--- config.mk ---
export PLATFORM = sky130hd
export DESIGN_NAME = gpio_irq_ctrl
export DESIGN_NICKNAME = d
export VERILOG_FILES = /design/src/rtl/gpio_pkg.sv /design/src/rtl/gpio_sync.sv /design/src/rtl/gpio_out_bank.sv /design/src/rtl/gpio_irq_unit.sv /design/src/rtl/gpio_irq_ctrl.sv
export SDC_FILE = /design/constraint.sdc
export NUM_CORES = 1
export LEC_CHECK = 0
export CAP_MARGIN = 20
export CELL_PAD_IN_SITES_DETAIL_PLACEMENT = 0
export CELL_PAD_IN_SITES_GLOBAL_PLACEMENT = 1
export CORE_ASPECT_RATIO = 0.7
export CORE_MARGIN = 4
export CORE_UTILIZATION = 40
export CTS_CLUSTER_DIAMETER = 50
export CTS_CLUSTER_SIZE = 24
export DETAILED_ROUTE_END_ITERATION = 16
export PLACE_DENSITY_LB_ADDON = 0.3
export SKIP_CTS_REPAIR_TIMING = 1
export SLEW_MARGIN = 20
export SYNTH_ARGS = -nofsm -noshare
export SYNTH_HDL_FRONTEND = slang
export SYNTH_SLANG_ARGS = --single-unit
--- constraint.sdc ---
create_clock -name clk -period 3 [get_ports clk]
set_clock_uncertainty 0.1 [all_clocks]
set_input_delay 0.6 -clock clk [delete_from_list [all_inputs] [get_ports clk]]
set_output_delay 0.6 -clock clk [all_outputs]
set_load 0.01 [all_outputs]
--- src/rtl/gpio_pkg.sv ---
package gpio_pkg;
  // Byte offsets of the register window
  localparam int GP_OFS_DIR  = 'h00;
  localparam int GP_OFS_IN   = 'h04;
  localparam int GP_OFS_SET  = 'h0C;
  localparam int GP_OFS_CLR  = 'h10;
  localparam int GP_OFS_IEN  = 'h14;
  localparam int GP_OFS_ITYP = 'h18;
  localparam int GP_OFS_IPOL = 'h1C;
  localparam int GP_OFS_IPND = 'h20;
  localparam int GP_OFS_IMSK = 'h24;
  localparam int GP_DATA_W   = 32;
endpackage

--- src/rtl/gpio_sync.sv ---
module gpio_sync #(
  parameter int W = 16
) (
  input  logic         clk,
  input  logic         rst,
  input  logic [W-1:0] d,
  output logic [W-1:0] lvl,
  output logic [W-1:0] prev
);
  logic [W-1:0] meta_q;

  always_ff @(posedge clk) begin
    if (rst) begin
      meta_q <= '0;
      lvl    <= '0;
      prev   <= '0;
    end else begin
      meta_q <= d;
      lvl    <= meta_q;
      prev   <= lvl;
    end
  end
endmodule

--- src/rtl/gpio_out_bank.sv ---
module gpio_out_bank #(
  parameter int W              = 16,
  parameter bit DIR_ONE_IS_OUT = 1'b1
) (
  input  logic         clk,
  input  logic         rst,
  input  logic         wr_dir,
  input  logic         wr_set,
  input  logic         wr_clr,
  input  logic [W-1:0] wdata,
  output logic [W-1:0] dir_q,
  output logic [W-1:0] out_q,
  output logic [W-1:0] oe
);
  // Direction resets to the value that makes every pin an input
  localparam logic [W-1:0] DIR_RST = DIR_ONE_IS_OUT ? '0 : '1;

  always_ff @(posedge clk) begin
    if (rst) begin
      dir_q <= DIR_RST;
      out_q <= '0;
      oe    <= '0;
    end else begin
      if (wr_dir) dir_q <= wdata;
      if (wr_set)      out_q <= out_q | wdata;
      else if (wr_clr) out_q <= out_q & ~wdata;
      if (wr_dir) oe <= DIR_ONE_IS_OUT ? wdata : ~wdata;
      else        oe <= DIR_ONE_IS_OUT ? dir_q : ~dir_q;
    end
  end
endmodule

--- src/rtl/gpio_irq_unit.sv ---
module gpio_irq_unit #(
  parameter int W = 16
) (
  input  logic         clk,
  input  logic         rst,
  input  logic [W-1:0] lvl,
  input  logic [W-1:0] prev,
  input  logic         wr_en,
  input  logic         wr_typ,
  input  logic         wr_pol,
  input  logic         wr_msk,
  input  logic         wr_pnd,
  input  logic [W-1:0] wdata,
  output logic [W-1:0] en_q,
  output logic [W-1:0] typ_q,
  output logic [W-1:0] pol_q,
  output logic [W-1:0] msk_q,
  output logic [W-1:0] pnd_q,
  output logic         irq
);
  logic [W-1:0] pnd_n;

  always_ff @(posedge clk) begin
    if (rst) begin
      en_q  <= '0;
      typ_q <= '0;
      pol_q <= '0;
      msk_q <= '0;
    end else begin
      if (wr_en)  en_q  <= wdata;
      if (wr_typ) typ_q <= wdata;
      if (wr_pol) pol_q <= wdata;
      if (wr_msk) msk_q <= wdata;
    end
  end

  for (genvar i = 0; i < W; i++) begin : g_pin
    logic hit_lvl, edge_seen, sw_clr;
    assign hit_lvl   = en_q[i] & (lvl[i] == pol_q[i]);
    assign edge_seen = pol_q[i] ? (lvl[i] & ~prev[i]) : (~lvl[i] & prev[i]);
    assign sw_clr    = wr_pnd & wdata[i];
    assign pnd_n[i]  = typ_q[i] ? hit_lvl
                                : ((pnd_q[i] & ~sw_clr) | (en_q[i] & edge_seen));
  end

  always_ff @(posedge clk) begin
    if (rst) begin
      pnd_q <= '0;
      irq   <= 1'b0;
    end else begin
      pnd_q <= pnd_n;
      irq   <= |(pnd_q & msk_q);
    end
  end
endmodule

--- src/rtl/gpio_irq_ctrl.sv ---
module gpio_irq_ctrl
  import gpio_pkg::*;
#(
  parameter int NPINS          = 16,
  parameter int ADDR_W         = 8,
  parameter bit DIR_ONE_IS_OUT = 1'b1
) (
  input  logic                 clk,
  input  logic                 rst,
  input  logic [ADDR_W-1:0]    bus_addr,
  input  logic                 bus_we,
  input  logic [GP_DATA_W-1:0] bus_wdata,
  output logic [GP_DATA_W-1:0] bus_rdata,
  input  logic [NPINS-1:0]     pin_in,
  output logic [NPINS-1:0]     pin_out,
  output logic [NPINS-1:0]     pin_oe,
  output logic                 irq
);
  localparam int PAD_W = GP_DATA_W - NPINS;

  logic [NPINS-1:0] wd, lvl, prev, dir_q;
  logic [NPINS-1:0] irq_en, irq_typ, irq_pol, irq_mask, irq_pend;
  logic             unused_hi;
  logic             hit_dir, hit_set, hit_clr, hit_en, hit_typ, hit_pol, hit_msk, hit_pnd;
  logic [NPINS-1:0] rd_n;

  assign wd        = bus_wdata[NPINS-1:0];
  assign unused_hi = ^bus_wdata[GP_DATA_W-1:NPINS];

  assign hit_dir = bus_we && (bus_addr == ADDR_W'(GP_OFS_DIR));
  assign hit_set = bus_we && (bus_addr == ADDR_W'(GP_OFS_SET));
  assign hit_clr = bus_we && (bus_addr == ADDR_W'(GP_OFS_CLR));
  assign hit_en  = bus_we && (bus_addr == ADDR_W'(GP_OFS_IEN));
  assign hit_typ = bus_we && (bus_addr == ADDR_W'(GP_OFS_ITYP));
  assign hit_pol = bus_we && (bus_addr == ADDR_W'(GP_OFS_IPOL));
  assign hit_msk = bus_we && (bus_addr == ADDR_W'(GP_OFS_IMSK));
  assign hit_pnd = bus_we && (bus_addr == ADDR_W'(GP_OFS_IPND));

  gpio_sync #(.W(NPINS)) sync_i (
    .clk(clk), .rst(rst), .d(pin_in), .lvl(lvl), .prev(prev)
  );

  gpio_out_bank #(.W(NPINS), .DIR_ONE_IS_OUT(DIR_ONE_IS_OUT)) out_i (
    .clk(clk), .rst(rst),
    .wr_dir(hit_dir), .wr_set(hit_set), .wr_clr(hit_clr), .wdata(wd),
    .dir_q(dir_q), .out_q(pin_out), .oe(pin_oe)
  );

  gpio_irq_unit #(.W(NPINS)) irq_i (
    .clk(clk), .rst(rst), .lvl(lvl), .prev(prev),
    .wr_en(hit_en), .wr_typ(hit_typ), .wr_pol(hit_pol),
    .wr_msk(hit_msk), .wr_pnd(hit_pnd), .wdata(wd),
    .en_q(irq_en), .typ_q(irq_typ), .pol_q(irq_pol),
    .msk_q(irq_mask), .pnd_q(irq_pend), .irq(irq)
  );

  always_comb begin
    case (bus_addr)
      ADDR_W'(GP_OFS_DIR):  rd_n = dir_q;
      ADDR_W'(GP_OFS_IN):   rd_n = lvl;
      ADDR_W'(GP_OFS_SET):  rd_n = pin_out;
      ADDR_W'(GP_OFS_CLR):  rd_n = pin_out;
      ADDR_W'(GP_OFS_IEN):  rd_n = irq_en;
      ADDR_W'(GP_OFS_ITYP): rd_n = irq_typ;
      ADDR_W'(GP_OFS_IPOL): rd_n = irq_pol;
      ADDR_W'(GP_OFS_IPND): rd_n = irq_pend;
      ADDR_W'(GP_OFS_IMSK): rd_n = irq_mask;
      default:              rd_n = '0;
    endcase
  end

  always_ff @(posedge clk) begin
    if (rst) bus_rdata <= '0;
    else     bus_rdata <= {{PAD_W{1'b0}}, rd_n};
  end
endmodule

==> run_results.csv, run 1 <==
group,metric,value,unit
run_status,outcome,"finished clean",
synthesis,netlist_instances,858,
grt,antenna_found_initial,2,
floorplan,ios,124,
clock_network,insertion_delay,0.43,ns
grt,grt_pass1_wl,36450,µm
synthesis,ys_ff_latch,177,
cells_and_area,layoutNonFillerInstCount,1194,
routing,firstDrtPassIters,5,
flow_run,maxCapViolations,0,
critical_path,critPathLaunchType,"input port",
cells_and_area,n_fill_cell,1782,
sta,timing.final.crit_share,82.95,%
sta,max_slew_margin,50.64,%
grt,grt_start_max_net_pins,67,
clock_network,numClockSinks,177,
floorplan,core,18870,µm²
pwr,pwr-share-clk,45.8,%
pwr,netSwitchingFraction,23.61,%
clock_network,tritoncts,"yes",
cells_and_area,final_common_cell,"dfxtp_1",
place,globalplace.congestion,0.9155,
synthesis,syn_avg_cell_area,8.929,µm²
critical_path,end_kind,"flip-flop",
sta,maxSlewViolCount,0,
synthesis,synth_top_area_share,46.25,%
pwr,power_density,521.2,nW/µm²
cells_and_area,mostFrequentLayoutCells,"177 x dfxtp_1, 143 x nand2_1, 90 x clkdlybuf4s50_1",
critical_path,required,3.25,ns
cells_and_area,drive_above_1_share,9.874,%
routing,antenna_left,0,
floorplan,start_util,40.61,%
sta,fin_crit,2.488,ns
pwr,combPwrFrac,5.8,%
pwr,p_leak,3.254,nW
cells_and_area,diodes,0,
routing,wl,24290,µm
pwr,power.internal,3.779,mW
synthesis,synth_ff_type,"dfxtp_1",
place,placed_area,8891,µm²
synthesis,synth_edf_count,0,
place,dp_cells,1162,
pwr,pwr-share-seq,48.4,%
pwr,p_sw,1.168,mW
clock_network,clockBufferDepth,2,
routing,drtIter0Drc,761,
synthesis,synthArstFlopShare,0,%
critical_path,worst-endpoint-arrival,2.74,ns
cells_and_area,regArea,3543,µm²
floorplan,die_h,123.8,µm
synthesis,ys_warn_count,0,
grt,grt_pass1_vias,5783,
sta,fin_setup_tns,0,ns
sta,finalSetupViolations,0,
hold_path,hp-class,"reg2reg",
synthesis,syn-cell-area,7661,µm²
place,pre_cts_ws,0.1003,ns
sta,rsz0062_at_grt,"no",
synthesis,synth_largest_area_cell,"dfxtp_1",
clock_network,cts_root_buf,"clkbuf_16",
pwr,peakVddDrop,0.3459,mV
cells_and_area,fin_area,9492,µm²
synthesis,netlist_top_cells_area,"dfxtp_1 46%, nand2_1 7.0%, mux2i_1 6.0%",
place,hpwl,17360,µm
critical_path,path_class,"in2reg",
sta,hold_violations,0,
clock_network,path_clk_slew,0.07,ns
grt,grt_usage,22.42,%
floorplan,die_w,173.4,µm
cells_and_area,syn2layout_area_growth,23.89,%
cells_and_area,multi_input_area,3661,µm²
synthesis,synth_seq_area_share,46.25,%
routing,dr_total_vias,6523,
sta,fmax,401.9,MHz
clock_network,numCtsBuffers,17,
routing,drcViolationCount,0,
routing,routed_via_density,5.463,
routing,routedWlPerCell,20.34,µm
clock_network,cts_htree_levels,4,
place,port_buffers,91,
floorplan,std_cell_rows,42,
grt,grt-ovfl-total,0,
floorplan,dieArea,21470,µm²
sta,tightest_slew,0.7405,ns
cells_and_area,nets,998,
critical_path,cp_max_fo,21,
synthesis,yosys.cell_types.count,53,
sta,worst_slack,0.5116,ns
## power by group through the flow
stage	combinational (mW)	clock [mW]	sequential (mW)
after global placement	0.284	0	2.45
after floorplan	0.177	0	2.44
final	0.288	2.27	2.39
after global routing	0.305	2.39	2.40
after CTS	0.284	2.30	2.39
after detailed placement	0.282	0	2.45
## state kept, by name, indices dropped and copies added, names as in the netlist, named ones only
signal,count
bus_rdata,16
irq_i.en_q,16
irq_i.irq,1
irq_i.msk_q,16
irq_i.pnd_q,16
irq_i.pol_q,16
irq_i.typ_q,16
out_i.dir_q,16
sync_i.lvl,16
sync_i.meta_q,16
sync_i.prev,16
## critical path, stage by stage
cell and delay [ns]:
clkdlybuf4s50_1 0.54, buf_12 0.21, nor4b_2 0.28, and3_1 0.53
buf_4 0.32, nand3_1 0.10, a21oi_1 0.15
## cell type report
cell class	instances	share of cell area [%]
well taps	242	3.190
clock inverters	12	1.516
clock buffers	20	4.811
flip-flops and latches	177	37.33
inverters	18	0.7118
multi-input cells	588	38.57
repair buffers	137	13.87
## Yosys cell counts, types with 11 or more instances
cell / count
nor2b_1: 49
nor2_1: 28
o211ai_1: 16
o21ai_0: 12
inv_1: 18
a32o_1: 17
a21oi_1: 88
a22oi_1: 11
clkbuf_1: 45
nand2_1: 143
mux2i_1: 46
dfxtp_1: 177
nand3_1: 21
xnor2_1: 16
buf_2: 22
xor2_1: 15
buf_4: 17
a211o_1: 15
## path summary, 6_finish.rpt
path	start	to	cells after the start	slack, ns
worst min-delay path	sync_i.meta_q[10]$_SDFF_PP0_	sync_i.lvl[10]$_SDFF_PP0_	1	0.33
worst max register to register	sync_i.lvl[9]$_SDFF_PP0_	bus_rdata[9]$_SDFF_PP0_	4	1.55
worst min register to register	sync_i.meta_q[10]$_SDFF_PP0_	sync_i.lvl[10]$_SDFF_PP0_	1	0.33
worst max-delay path	bus_addr[4]	irq_i.typ_q[14]$_SDFFE_PP0P_	7	0.51
## metal layers
| metal | routed length (µm) | GRT usage [%] | vias to the layer above | part of all wire, % |
|---|---|---|---|---|
| met3 | 2275 | 5.825 | 23 | 9.4 |
| met1 | 12680 | 35.66 | 3079 | 52 |
| met4 | 239 | 5.032 | 2 | 0.98 |
| met2 | 9084 | 29.53 | 289 | 37 |
| met5 | 11 | 0 | - | 0.045 |
| li1 | - | - | 3130 | - |
## stage by stage
stage	util, %	hold WS [ns]	total power [mW]
after floorplan	-	0.3138	2.617
after global placement	47.13	0.3223	2.730
after detailed placement	47.13	0.3220	2.729
after CTS	50.31	0.3382	4.981
after global routing	50.31	0.3585	5.091
final	50.31	0.3338	4.947
## cells by family after synthesis
kind of cell,count (synthesis),share of synthesized area (%)
flip-flops,177,46.25
buffers and inverters,108,6.778
AND/OR/NAND/NOR,282,17.98
AO/OA/AOI/OAI,205,18.21
XOR/XNOR,31,3.544
other,1,0.04895
multiplexers,54,7.186
(Power assumes the default switching activity.)
==> run 2, diff against run 1 <==
--- a/config.mk
+++ b/config.mk
@@ -10,7 +10,7 @@
 export CELL_PAD_IN_SITES_GLOBAL_PLACEMENT = 1
 export CORE_ASPECT_RATIO = 0.7
 export CORE_MARGIN = 4
-export CORE_UTILIZATION = 40
+export CORE_UTILIZATION = 36
 export CTS_CLUSTER_DIAMETER = 50
 export CTS_CLUSTER_SIZE = 24
 export DETAILED_ROUTE_END_ITERATION = 16
==> constraint.sdc (replaced) <==
create_clock -name clk -period 2.06 [get_ports clk]
set_clock_uncertainty 0.1 [all_clocks]
set_input_delay 0.412 -clock clk [delete_from_list [all_inputs] [get_ports clk]]
set_output_delay 0.412 -clock clk [all_outputs]
set_load 0.01 [all_outputs]
==> run 2 against run 1 <==
Compared with the run above:
- count of clock-buffer cells in the layout unchanged
- sequential share of layout area fell by 1.7 points
- register-to-register slack worse by 0.92 ns
- die area rose by 10%
- power up 43%
- clock power rose by 37%
- via count is 1.9% higher
- critical path depth stayed put
- cell area is 4.9% higher
- critical path type unchanged
- largest cell class unchanged
==> run_results.csv, run 2 (synthesis gave the netlist of run 1 again) <==
group,metric,value,unit
sta,fmax,498.4,MHz
routing,dr_total_vias,6648,
sta,whs,0.2433,ns
sta,fin_setup_tns,0,ns
place,globalplace.congestion,0.9294,
critical_path,crit_family,"buffers and inverters",
pwr,power.internal,5.302,mW
cells_and_area,nets,1051,
critical_path,path_class,"in2reg",
floorplan,dieArea,23720,µm²
grt,grt_usage,21.02,%
routing,drcViolationCount,0,
grt,grt_start_max_net_pins,81,
clock_network,cts_root_buf,"clkbuf_16",
floorplan,std_cell_rows,44,
pwr,peakVddDrop,0.5292,mV
floorplan,die_w,182.4,µm
floorplan,core,20810,µm²
clock_network,cts_htree_levels,4,
pwr,p_leak,3.536,nW
clock_network,numClockSinks,177,
critical_path,slowest_delay,0.43,ns
sta,max_slew_margin,66.31,%
sta,finalSetupViolations,0,
sta,worst_slack,0.05346,ns
routing,routed_via_density,5.190,
floorplan,start_util,36.81,%
routing,antenna_left,0,
sta,hold_violations,0,
clock_network,tritoncts,"yes",
sta,fin_crit,2.007,ns
floorplan,ios,124,
place,hpwl,18420,µm
clock_network,clockBufferDepth,2,
sta,maxSlewViolCount,0,
pwr,pwr-share-seq,49.4,%
critical_path,worst-path-buf-inv,3,
grt,antenna_found_initial,0,
critical_path,required,2.29,ns
cells_and_area,mostFrequentLayoutCells,"177 x dfxtp_1, 143 x nand2_1, 91 x buf_4",
pwr,power_density,709.7,nW/µm²
cells_and_area,drive_above_1_share,15.52,%
clock_network,path_clk_slew,0.07,ns
critical_path,cp_max_fo,11,
grt,grt_pass1_wl,37500,µm
critical_path,end_kind,"flip-flop",
critical_path,crit_path_top_delay_cell,"clkdlybuf4s50_1",
floorplan,die_h,130.1,µm
grt,grt_pass1_vias,5954,
pwr,pwr-share-clk,43.9,%
pwr,netSwitchingFraction,24.94,%
routing,firstDrtPassIters,7,
critical_path,worst-endpoint-arrival,2.24,ns
cells_and_area,n_fill_cell,2022,
pwr,fin_total_pwr,7.063,mW
clock_network,numCtsBuffers,17,
cells_and_area,final_common_cell,"dfxtp_1",
grt,grt-ovfl-total,0,
critical_path,critPathLaunchType,"input port",
sta,timing.final.crit_share,97.40,%
sta,tightest_slew,0.5037,ns
cells_and_area,syn2layout_area_growth,29.90,%
place,pre_cts_ws,-0.6439,ns
flow_run,maxCapViolations,0,
place,port_buffers,91,
routing,wl,25310,µm
cells_and_area,diodes,0,
pwr,combPwrFrac,6.8,%
pwr,p_sw,1.761,mW
clock_network,insertion_delay,0.44,ns
run_status,outcome,"finished clean",
routing,drtIter0Drc,759,
routing,routedWlPerCell,19.76,µm
critical_path,rrSetupSlack,0.63,ns
critical_path,cp_cell_sequence,"clkdlybuf4s50_1 > buf_6 > nand3b_1 > a2111oi_4 > buf_4 > nand2_1 > a32o_1",
hold_path,hp-class,"in2reg",
## run 2: changes by cell type in the layout (fill, tap and decap cells not counted), sizes merged
| cell | change |
|---|---|
| clkinvlp | +1 |
| clkinv | +2 |
| dlymetal6s2s | +4 |
| buf | +53 |
| clkdlybuf4s50 | -4 |
| inv | -1 |
| bufinv | -2 |
## run 2: worst paths after layout
| path | depth (start not counted) | startpoint | to |
|---|---|---|---|
| max | 7 | bus_addr[4] | flip-flop |
| min | 2 | rst | out_i.dir_q[0]$_SDFFE_PP0P_ |
| max reg2reg | 4 | sync_i.lvl[8]$_SDFF_PP0_ | bus_rdata[8]$_SDFF_PP0_ |
| min reg2reg | 1 | sync_i.meta_q[3]$_SDFF_PP0_ | sync_i.lvl[3]$_SDFF_PP0_ |
## run 2: cell type report
| cell class | count | area (µm²) | area share (%) |
|---|---|---|---|
| multi-input cells | 588 | 3712 | 37.30 |
| well taps | 276 | 345.3 | 3.470 |
| clock buffers | 20 | 456.7 | 4.589 |
| clock inverters | 12 | 102.6 | 1.031 |
| inverters | 18 | 67.56 | 0.6789 |
| flip-flops and latches | 177 | 3543 | 35.60 |
| repair buffers | 190 | 1724 | 17.32 |
## run 2: layer usage
| layer | GRT usage [%] | part of all wire, % | vias up |
|---|---|---|---|
| met3 | 5.405 | 11 | 22 |
| met2 | 26.31 | 36 | 300 |
| met5 | 0 | 0 | - |
| li1 | - | - | 3229 |
| met4 | 5.426 | 1.4 | 0 |
| met1 | 34.44 | 52 | 3097 |
## run 2: stage by stage
step	util (%)	cell area, µm²	cells
3_3_place_gp	44.38	9236	1238
6_report	47.82	9952	1281
5_1_grt	47.82	9952	1281
3_5_place_dp	44.38	9236	1238
4_1_cts	47.07	9796	1270
2_1_floorplan	-	7722	873
## run 2: power groups by stage
stage	logic (mW)	registers (mW)	clock network, mW
floorplan	0.258	3.55	0
global placement	0.443	3.56	0
detailed placement	0.443	3.56	0
CTS	0.445	3.49	3.15
global route	0.506	3.49	3.30
finish	0.477	3.49	3.10
## run 2: worst register-to-register path: stages (launching register included)
cell and delay [ns]:
dfxtp_1 0.36, mux2_2 0.30, a22o_1 0.20, a221oi_2 0.22, o22ai_1 0.12
